`src/rtl/strapMuxPkg.sv`:
```
package strapMuxPkg;

  typedef struct packed {
    logic capture;
    logic driveOn;
  } strapCtl_t;

  typedef enum logic {
    PH_HOLD = 1'b0,
    PH_RUN  = 1'b1
  } phase_t;

  typedef enum logic {
    FAM_HTT = 1'b0,
    FAM_PCI = 1'b1
  } clkFam_t;

  localparam int SHARED_N = 3;

  // mode = {A, B}; slot 0..2 are the three shared pins
  function automatic clkFam_t sharedFamily(input logic [1:0] mode, input int slot);
    clkFam_t fam;
    case (slot)
      0:       fam = (mode == 2'b10) ? FAM_PCI : FAM_HTT;
      1:       fam = mode[1] ? FAM_PCI : FAM_HTT;
      default: fam = (mode == 2'b01) ? FAM_HTT : FAM_PCI;
    endcase
    return fam;
  endfunction

endpackage

```
`src/rtl/strapCtrl.sv`:
```
module strapCtrl
  import strapMuxPkg::*;
(
  input  logic      clk,
  input  logic      porN,
  output strapCtl_t ctl
);

  phase_t phase;

  always_ff @(posedge clk or negedge porN) begin
    if (!porN) begin
      phase <= PH_HOLD;
    end else if (phase == PH_HOLD) begin
      phase <= PH_RUN;
    end
  end

  assign ctl.capture = porN && (phase == PH_HOLD);
  assign ctl.driveOn = (phase == PH_RUN);

  // one capture strobe per power-on reset, then drivers on
  assert_capture_once_R2: assert property (@(posedge clk) disable iff (!porN)
    ctl.capture |=> (!ctl.capture && ctl.driveOn));

endmodule

```
`src/rtl/strapDatapath.sv`:
```
module strapDatapath
  import strapMuxPkg::*;
#(
  parameter  int REF_N   = 3,
  localparam int FS_W    = REF_N + 1,
  localparam int STRAP_N = FS_W + 3,
  localparam int PIN_N   = STRAP_N + SHARED_N - 1
) (
  input  logic             clk,
  input  logic             porN,
  input  strapCtl_t        ctl,
  input  logic [STRAP_N-1:0] padIn,
  input  logic             enWr,
  input  logic [PIN_N-1:0] enWrData,
  input  logic             freqWr,
  input  logic [FS_W:0]    freqWrData,
  output logic [FS_W-1:0]  freqSel,
  output logic             rateSel,
  output logic [1:0]       modeSel,
  output logic [PIN_N-1:0] enMask
);

  localparam int RATE_BIT = FS_W;
  localparam int MODEA_BIT = FS_W + 1;
  localparam int MODEB_BIT = FS_W + 2;

  logic [FS_W-1:0]  fsReg;
  logic             rateReg;
  logic [1:0]       modeReg;
  logic [PIN_N-1:0] enReg;

  always_ff @(posedge clk or negedge porN) begin
    if (!porN) begin
      fsReg   <= '0;
      rateReg <= 1'b0;
      modeReg <= 2'b00;
      enReg   <= '1;
    end else begin
      if (ctl.capture) begin
        fsReg   <= padIn[FS_W-1:0];
        rateReg <= padIn[RATE_BIT];
        modeReg <= {padIn[MODEA_BIT], padIn[MODEB_BIT]};
      end else if (ctl.driveOn && freqWr) begin
        {rateReg, fsReg} <= freqWrData;
      end
      if (ctl.driveOn && enWr) begin
        enReg <= enWrData;
      end
    end
  end

  assign freqSel = fsReg;
  assign rateSel = rateReg;
  assign modeSel = modeReg;
  assign enMask  = enReg;

  // seeded fields equal the pin levels present at the capture edge
  assert_seed_R4: assert property (@(posedge clk) disable iff (!porN)
    $past(ctl.capture) |-> (freqSel == $past(padIn[FS_W-1:0]) && rateSel == $past(padIn[RATE_BIT])));

  // captured mode never moves while running
  assert_mode_hold_R3: assert property (@(posedge clk) disable iff (!porN)
    $past(ctl.driveOn) |-> $stable(modeSel));

  // frequency fields move only through a write
  assert_freq_hold_R3: assert property (@(posedge clk) disable iff (!porN)
    ($past(ctl.driveOn) && !$past(freqWr)) |-> ($stable(freqSel) && $stable(rateSel)));

  // enable mask takes the written value
  assert_en_write_R6: assert property (@(posedge clk) disable iff (!porN)
    ($past(enWr) && $past(ctl.driveOn)) |-> (enMask == $past(enWrData)));

endmodule

```
`src/rtl/pinMux.sv`:
```
module pinMux
  import strapMuxPkg::*;
#(
  parameter  int REF_N   = 3,
  localparam int PIN_N   = REF_N + 3 + SHARED_N,
  localparam int PIN_48  = REF_N,
  localparam int PIN_RATE = REF_N + 1,
  localparam int PIN_HTT0 = REF_N + 2,
  localparam int SH_BASE = REF_N + 3
) (
  input  logic             clk,
  input  logic             porN,
  input  logic             driveOn,
  input  logic [PIN_N-1:0] enMask,
  input  logic [1:0]       modeSel,
  input  logic             rateSel,
  input  logic             refSrc,
  input  logic             clk48Src,
  input  logic             clk24Src,
  input  logic             httSrc,
  input  logic             pciSrc,
  output logic [PIN_N-1:0] padOut,
  output logic [PIN_N-1:0] padOe
);

  logic [PIN_N-1:0]    rawClk;
  logic [SHARED_N-1:0] famBits;

  for (genvar r = 0; r < REF_N; r++) begin : gRef
    assign rawClk[r] = refSrc;
  end

  assign rawClk[PIN_48]   = clk48Src;
  assign rawClk[PIN_RATE] = rateSel ? clk24Src : clk48Src;
  assign rawClk[PIN_HTT0] = httSrc;

  for (genvar s = 0; s < SHARED_N; s++) begin : gShared
    assign famBits[s] = (sharedFamily(modeSel, s) == FAM_PCI);
    assign rawClk[SH_BASE+s] = famBits[s] ? pciSrc : httSrc;
  end

  assign padOe  = {PIN_N{driveOn}};
  assign padOut = rawClk & enMask & padOe;

  // routing of shared pins is fixed once running
  assert_route_stable_R5: assert property (@(posedge clk) disable iff (!porN)
    ($past(driveOn) && driveOn) |-> $stable(famBits));

endmodule

```
`src/rtl/strapPinMux.sv`:
```
module strapPinMux
  import strapMuxPkg::*;
#(
  parameter  int REF_N   = 3,
  localparam int FS_W    = REF_N + 1,
  localparam int STRAP_N = FS_W + 3,
  localparam int PIN_N   = REF_N + 3 + SHARED_N
) (
  input  logic               clk,
  input  logic               porN,
  input  logic [STRAP_N-1:0] padIn,
  input  logic               refSrc,
  input  logic               clk48Src,
  input  logic               clk24Src,
  input  logic               httSrc,
  input  logic               pciSrc,
  input  logic               enWr,
  input  logic [PIN_N-1:0]   enWrData,
  input  logic               freqWr,
  input  logic [FS_W:0]      freqWrData,
  output logic [PIN_N-1:0]   padOut,
  output logic [PIN_N-1:0]   padOe,
  output logic [FS_W-1:0]    freqSel,
  output logic               rateSel
);

  strapCtl_t        ctl;
  logic [1:0]       modeSel;
  logic [PIN_N-1:0] enMask;

  strapCtrl u_ctrl (
    .clk (clk),
    .porN(porN),
    .ctl (ctl)
  );

  strapDatapath #(.REF_N(REF_N)) u_dp (
    .clk       (clk),
    .porN      (porN),
    .ctl       (ctl),
    .padIn     (padIn),
    .enWr      (enWr),
    .enWrData  (enWrData),
    .freqWr    (freqWr),
    .freqWrData(freqWrData),
    .freqSel   (freqSel),
    .rateSel   (rateSel),
    .modeSel   (modeSel),
    .enMask    (enMask)
  );

  pinMux #(.REF_N(REF_N)) u_mux (
    .clk     (clk),
    .porN    (porN),
    .driveOn (ctl.driveOn),
    .enMask  (enMask),
    .modeSel (modeSel),
    .rateSel (rateSel),
    .refSrc  (refSrc),
    .clk48Src(clk48Src),
    .clk24Src(clk24Src),
    .httSrc  (httSrc),
    .pciSrc  (pciSrc),
    .padOut  (padOut),
    .padOe   (padOe)
  );

  // drivers stay off through the capture cycle
  assert_drivers_off_R1: assert property (@(posedge clk) disable iff (!porN)
    ctl.capture |-> (padOe == '0 && padOut == '0));

  // every driver is on after the capture edge
  assert_drivers_on_R2: assert property (@(posedge clk) disable iff (!porN)
    $past(ctl.capture) |-> (padOe == '1));

  // a cleared enable bit forces its pin low
  for (genvar p = 0; p < PIN_N; p++) begin : gEnChk
    assert_disabled_low_R7: assert property (@(posedge clk) disable iff (!porN)
      ($past(enWr) && $past(ctl.driveOn) && !$past(enWrData[p])) |-> !padOut[p]);
  end

endmodule

```
`config.mk`:
```
export PLATFORM = sky130hd
export DESIGN_NAME = strapPinMux
export DESIGN_NICKNAME = d
export VERILOG_FILES = /design/src/rtl/strapMuxPkg.sv /design/src/rtl/strapCtrl.sv /design/src/rtl/strapDatapath.sv /design/src/rtl/pinMux.sv /design/src/rtl/strapPinMux.sv
export SDC_FILE = /design/constraint.sdc
export NUM_CORES = 1
export LEC_CHECK = 0
export CORE_AREA = 4 4 56 58
export DETAILED_ROUTE_END_ITERATION = 8
export DIE_AREA = 0 0 60 62
export PLACE_DENSITY = 0.82
export SLEW_MARGIN = 20
export SYNTH_ARGS = -nofsm -noshare
export SYNTH_HDL_FRONTEND = slang
export SYNTH_SLANG_ARGS = --single-unit
```
`constraint.sdc`:
```
create_clock -name clk -period 1.2 [get_ports clk]
set_input_delay 0.18 -clock clk [delete_from_list [all_inputs] [get_ports clk]]
set_output_delay 0.18 -clock clk [all_outputs]
set_load 0.05 [all_outputs]
```
Word level (Yosys, flattened, before mapping)
Index checks and enable logic that the tools add are counted.
{ "word_totals": {"input_bits": 30, "regBits": 17, "out_inout_bits": 23, "wordCells": 24} }
{ "classes": {"reduce_logical": 4, "n_eq_ne": 2, "bitwise_logic": 3, "mux": 10} }
{ "ops": {"columns": ["op", "count"], "rows": [
  ["AND 9 bit", 2],
  ["2-to-1 mux 1 bit", 8],
  ["2-to-1 mux 4 bit", 2],
  ["logical AND 1 bit", 3],
  ["equality test 2 x 1 -> 1 bit (second input constant)", 1],
  ["equality test 2 bit (second input constant)", 1],
  ["nonzero test 2 bit", 1],
  ["NOT 1 bit", 1]
]} }

Longest topological paths before layout
{ "logic_depth": {"depth_word": 5, "mapped_depth": 4, "depth_no_buf": 3} }

Hierarchy
A second synthesis with hierarchy kept.
{ "unflattened": {"cells_unflattened": 83, "area_unflattened_um2": 929.6} }
{ "modules_own_cells": {"columns": ["mod", "cells_per_inst", "seq_area_each_um2", "area_per_inst_um2", "instances"], "rows": [
  ["strapDatapath", 51, 411.6, 690.7, 1],
  ["pinMux", 28, 0.0, 188.9, 1],
  ["strapCtrl", 4, 25.0, 50.0, 1]
]} }

Worst setup path after synthesis
No wires, ideal clock.
{ "synth_timing": {"path_type": "register to output", "from": "register u_ctrl.phase", "to": "output padOut[6]", "path_buffers": 2, "path_stages_with_launch": 5, "t_arrival_ps": 1550, "path_slack_ps": -530, "t_required_ps": 1020, "path_cell_list": "dfrtp_1 buf_4 buf_4 nand2_1 nor2_1"} }
{ "synth_via": {"elab_chain_cells": 1} }
{ "synth_lines": {"columns": ["element", "line", "source"], "rows": [
  ["start, declared", "strapCtrl.sv:9", "phase_t phase;"],
  ["start signal, assigned", "strapCtrl.sv:13", "phase <= PH_HOLD;"],
  ["start signal, assigned", "strapCtrl.sv:15", "phase <= PH_RUN;"],
  ["AND 9 bit", "pinMux.sv:43", "assign padOut = rawClk & enMask & padOe;"],
  ["end, declared", "strapPinMux.sv:21", "output logic [PIN_N-1:0] padOut,"]
]} }
No other way between the ends.

Worst setup path after layout
{ "layout_timing": {"from": "register u_dp.modeReg[0], in the netlist u_dp.modeSel[0]", "to": "output padOut[6]"} }
{ "layout_via": {"elab_chain_cells": 5} }
{ "layout_lines": {"columns": ["element", "line", "source"], "rows": [
  ["start, declared", "strapDatapath.sv:29", "logic [1:0] modeReg;"],
  ["start signal, assigned", "strapDatapath.sv:42", "modeReg <= {padIn[MODEA_BIT], padIn[MODEB_BIT]};"],
  ["equality test 2 bit", "strapMuxPkg.sv:24", "0: fam = (mode == 2'b10) ? FAM_PCI : FAM_HTT;"],
  ["2-to-1 mux 1 bit", "strapMuxPkg.sv:24", null],
  ["2-to-1 mux 1 bit", "pinMux.sv:39", "assign rawClk[SH_BASE+s] = famBits[s] ? pciSrc : httSrc;"],
  ["AND 9 bit (2 in a row)", "pinMux.sv:43", null]
]} }
No other way between the ends.

==> run_results.csv <==
group,metric,value,unit
clocking,cts_sinks,17,
sta,rsz0062_at_grt,"true",
run_status,violations,"setup timing",
synthesis,synth.area.top_cells,"dfstp_2 26%, dfrtp_1 22%, mux2_2 13%",
clocking,cts_max_level,1,
cells_and_area,n_antenna_cell,0,
clocking,cts_buffers,3,
global_route,grt_pass1_vias,872,
sta,skew,0.00383,ns
pwr,leakagePower,0.791,nW
pwr,power_density,1010,nW/um2
global_route,grt_max_degree,17,
cells_and_area,stdcell_count,171,
cells_and_area,final_area,1920,um2
global_route,antenna_found_initial,0,
synthesis,synth_top_area_share,25.5,%
floorplan,rows,19,
placement,port-buffer-count,52,
route,wl_per_cell,15.2,um
clocking,root_buffer,"clkbuf_4",
route,firstDrtPassIters,2,
route,drt_iter0_drc,7,
critical_path,critPathMaxFanout,3,
route,drcViolationCount,0,
route,ant_nets,0,
route,wl,2590,um
sta,finalSetupViolCount,19,
synthesis,ys_ff_latch,17,
synthesis,syn_nets,113,
floorplan,ioPinCount,53,
synthesis,netlist_instances,83,
clocking,clock_latency,0.28,ns
floorplan,die_x,60,um
placement,dp_cells,162,
critical_path,worst-endpoint-arrival,1.34,ns
synthesis,yosys.area.top_type,"dfstp_2",
synthesis,avgSynthCellArea,11.2,um2
cells_and_area,postLayoutCoreUtil,72.0,%
cells_and_area,layout.nets,171,
sta,finalHoldViolations,0,
clocking,clockBufferDepth,2,
run,maxCapViolCount,0,
pwr,power.total,1.93,mW
run_status,outcome,"finished with violations",
sta,fin_ws,-0.320,ns
route,viasPerCell,4.68,
sta,max_freq,0.658,GHz
sta,whs,0.306,ns
hold_path,hold_class,"in -> async",
cells_and_area,fillers,198,
cells_and_area,regArea,439,um2
synthesis,yosysUniqueCellTypes,15,
synthesis,syn_area,927,um2
sta,finalCriticalPeriod,1.52,ns
global_route,grt_pass1_wl,4050,um
synthesis,seq_area_frac_synth,47.1,%
critical_path,worst-setup-path-type,"reg -> out",
floorplan,die_area,3720,um2
floorplan,initial_core_util,34.8,%
cells_and_area,synthToLayoutAreaGrowth,107,%
critical_path,critPathLaunchType,"flop",
critical_path,end_kind,"output port",
floorplan,die_h,62,um
pwr,ir_drop,0.872,mV
placement,place_congestion,0.785,
cells_and_area,drive_gt1_share,59.3,%
floorplan,coreArea,2660,um2
clocking,hold_buffers,0,
placement,placed_area,1760,um2
clocking,cts_tree,"built",
global_route,grtUsageTotal,14.8,%
cells_and_area,multi_input_area,503,um2
global_route,gr-total-overflow,0,
placement,hpwl,1950,um
route,vias,800,
critical_path,required,1.02,ns
clocking,clkTransAtPathRegs,0.10,ns
sta,maxSlewViolCount,0,
sta,min_period_over_period,127,%
synthesis,synth_warnings,0,
Yosys cell counts (all sizes together):
| master | count |
|---|---|
| dfrtp | 8 |
| nor2 | 4 |
| and3 | 5 |
| mux2i | 9 |
| conb | 1 |
| dfstp | 9 |
| buf | 13 |
| nand2b | 1 |
| a21oi | 5 |
| mux2 | 11 |
| nor2b | 7 |
| nand2 | 5 |
| a211oi | 5 |
power by group:
part           internal (mW)  switching, mW
clock                  0.129          0.170
sequential             0.683         0.0575
combinational          0.483          0.405
total                   1.30          0.633
area by class of cell:
type	instances	area share, %
flip-flops and latches	17	22.9
clock buffers	4	1.37
repair buffers	66	47.5
well taps	31	2.02
multi-input cells	53	26.2
flip-flops by register name, summed over array words and instances, names as in the netlist:
| signal | flops |
|---|---|
| u_dp.enMask | 9 |
| u_dp.freqSel | 4 |
| u_dp.modeSel | 2 |
| u_ctrl.phase | 1 |
| u_dp.rateSel | 1 |
critical path, stage by stage (launching register included):
cell and delay, ns:
dfrtp_1 0.40, nor2b_1 0.15, mux2i_1 0.29, nor2_4 0.06, buf_12 0.15
metrics by stage:
stage / worst slack (ns) / setup TNS [ns]
5_1_grt: -0.414 / -4.22
2_1_floorplan: -0.0235 / -0.0805
3_3_place_gp: -0.184 / -1.82
3_5_place_dp: -0.212 / -2.07
4_1_cts: -0.328 / -3.42
6_report: -0.320 / -3.15
metal layers:
metal | vias to the layer above | wire length [um] | part of all wire [%] | track usage (%)
met1 | 373 | 960 | 37 | 15.6
met3 | 4 | 168 | 6.5 | 2.69
met2 | 34 | 1430 | 55 | 28.9
li1 | 389 | - | - | -
met4 | 0 | 36 | 1.4 | 5.70
met5 | - | 0 | 0 | 0
logic make-up (layout without fill, tap and decap cells):
logic type / Yosys count / after routing / synth area share, %
buffers and inverters: 13 / 70 / 9.99
and+or+nand+nor: 22 / 22 / 12.7
other: 1 / 1 / 0.404
AOI/OAI and AO/OA: 10 / 10 / 6.75
muxes: 20 / 20 / 23.1
DFF: 17 / 17 / 47.1
final timing paths:
| kind | slack (ns) | end | startpoint | cells past startpoint |
|---|---|---|---|---|
| min in group clk | 0.50 | u_dp.enMask[4] | enWrData[4] | 2 |
| worst max register to register | 0 | u_dp.freqSel[1] | u_ctrl.phase | 5 |
| worst min register to register | 0.55 | u_dp.modeSel[0] | u_dp.modeSel[0] | 1 |
| worst min-delay path | 0.31 | u_dp.freqSel[3] | porN | 2 |
| worst max-delay path | -0.32 | padOut[6] | u_dp.modeSel[0] | 4 |
| max in group asynchronous | 0.53 | u_dp.enMask[6] | porN | 3 |
placed cells by master (no fill, tap or decap):
cell type,netlist,routed
clkbuf_1,0,1
and3_4,0,5
mux2_2,11,11
a21oi_1,5,5
a211oi_2,0,4
buf_16,0,1
nand2b_1,1,1
buf_8,0,2
clkbuf_4,0,3
buf_6,0,2
nor2b_1,7,6
nor2_4,0,4
nand2_2,1,4
clkdlybuf4s50_1,0,29
mux2i_2,0,2
dfstp_2,9,9
mux2i_1,9,7
conb_1,1,1
dfrtp_1,8,6
buf_12,0,24
buf_4,11,8
nor2b_4,0,1
nand2_4,0,1
a211oi_1,5,1
dfrtp_2,0,2
repair_timing:
item / in CTS / in global routing
gates cloned: 1 / 0
setup endpoints to repair: 29 / 33
resized for setup: 13 / 8
setup buffers: 4 / 0
pin swaps: 3 / 0
(Power assumes the default switching activity.)
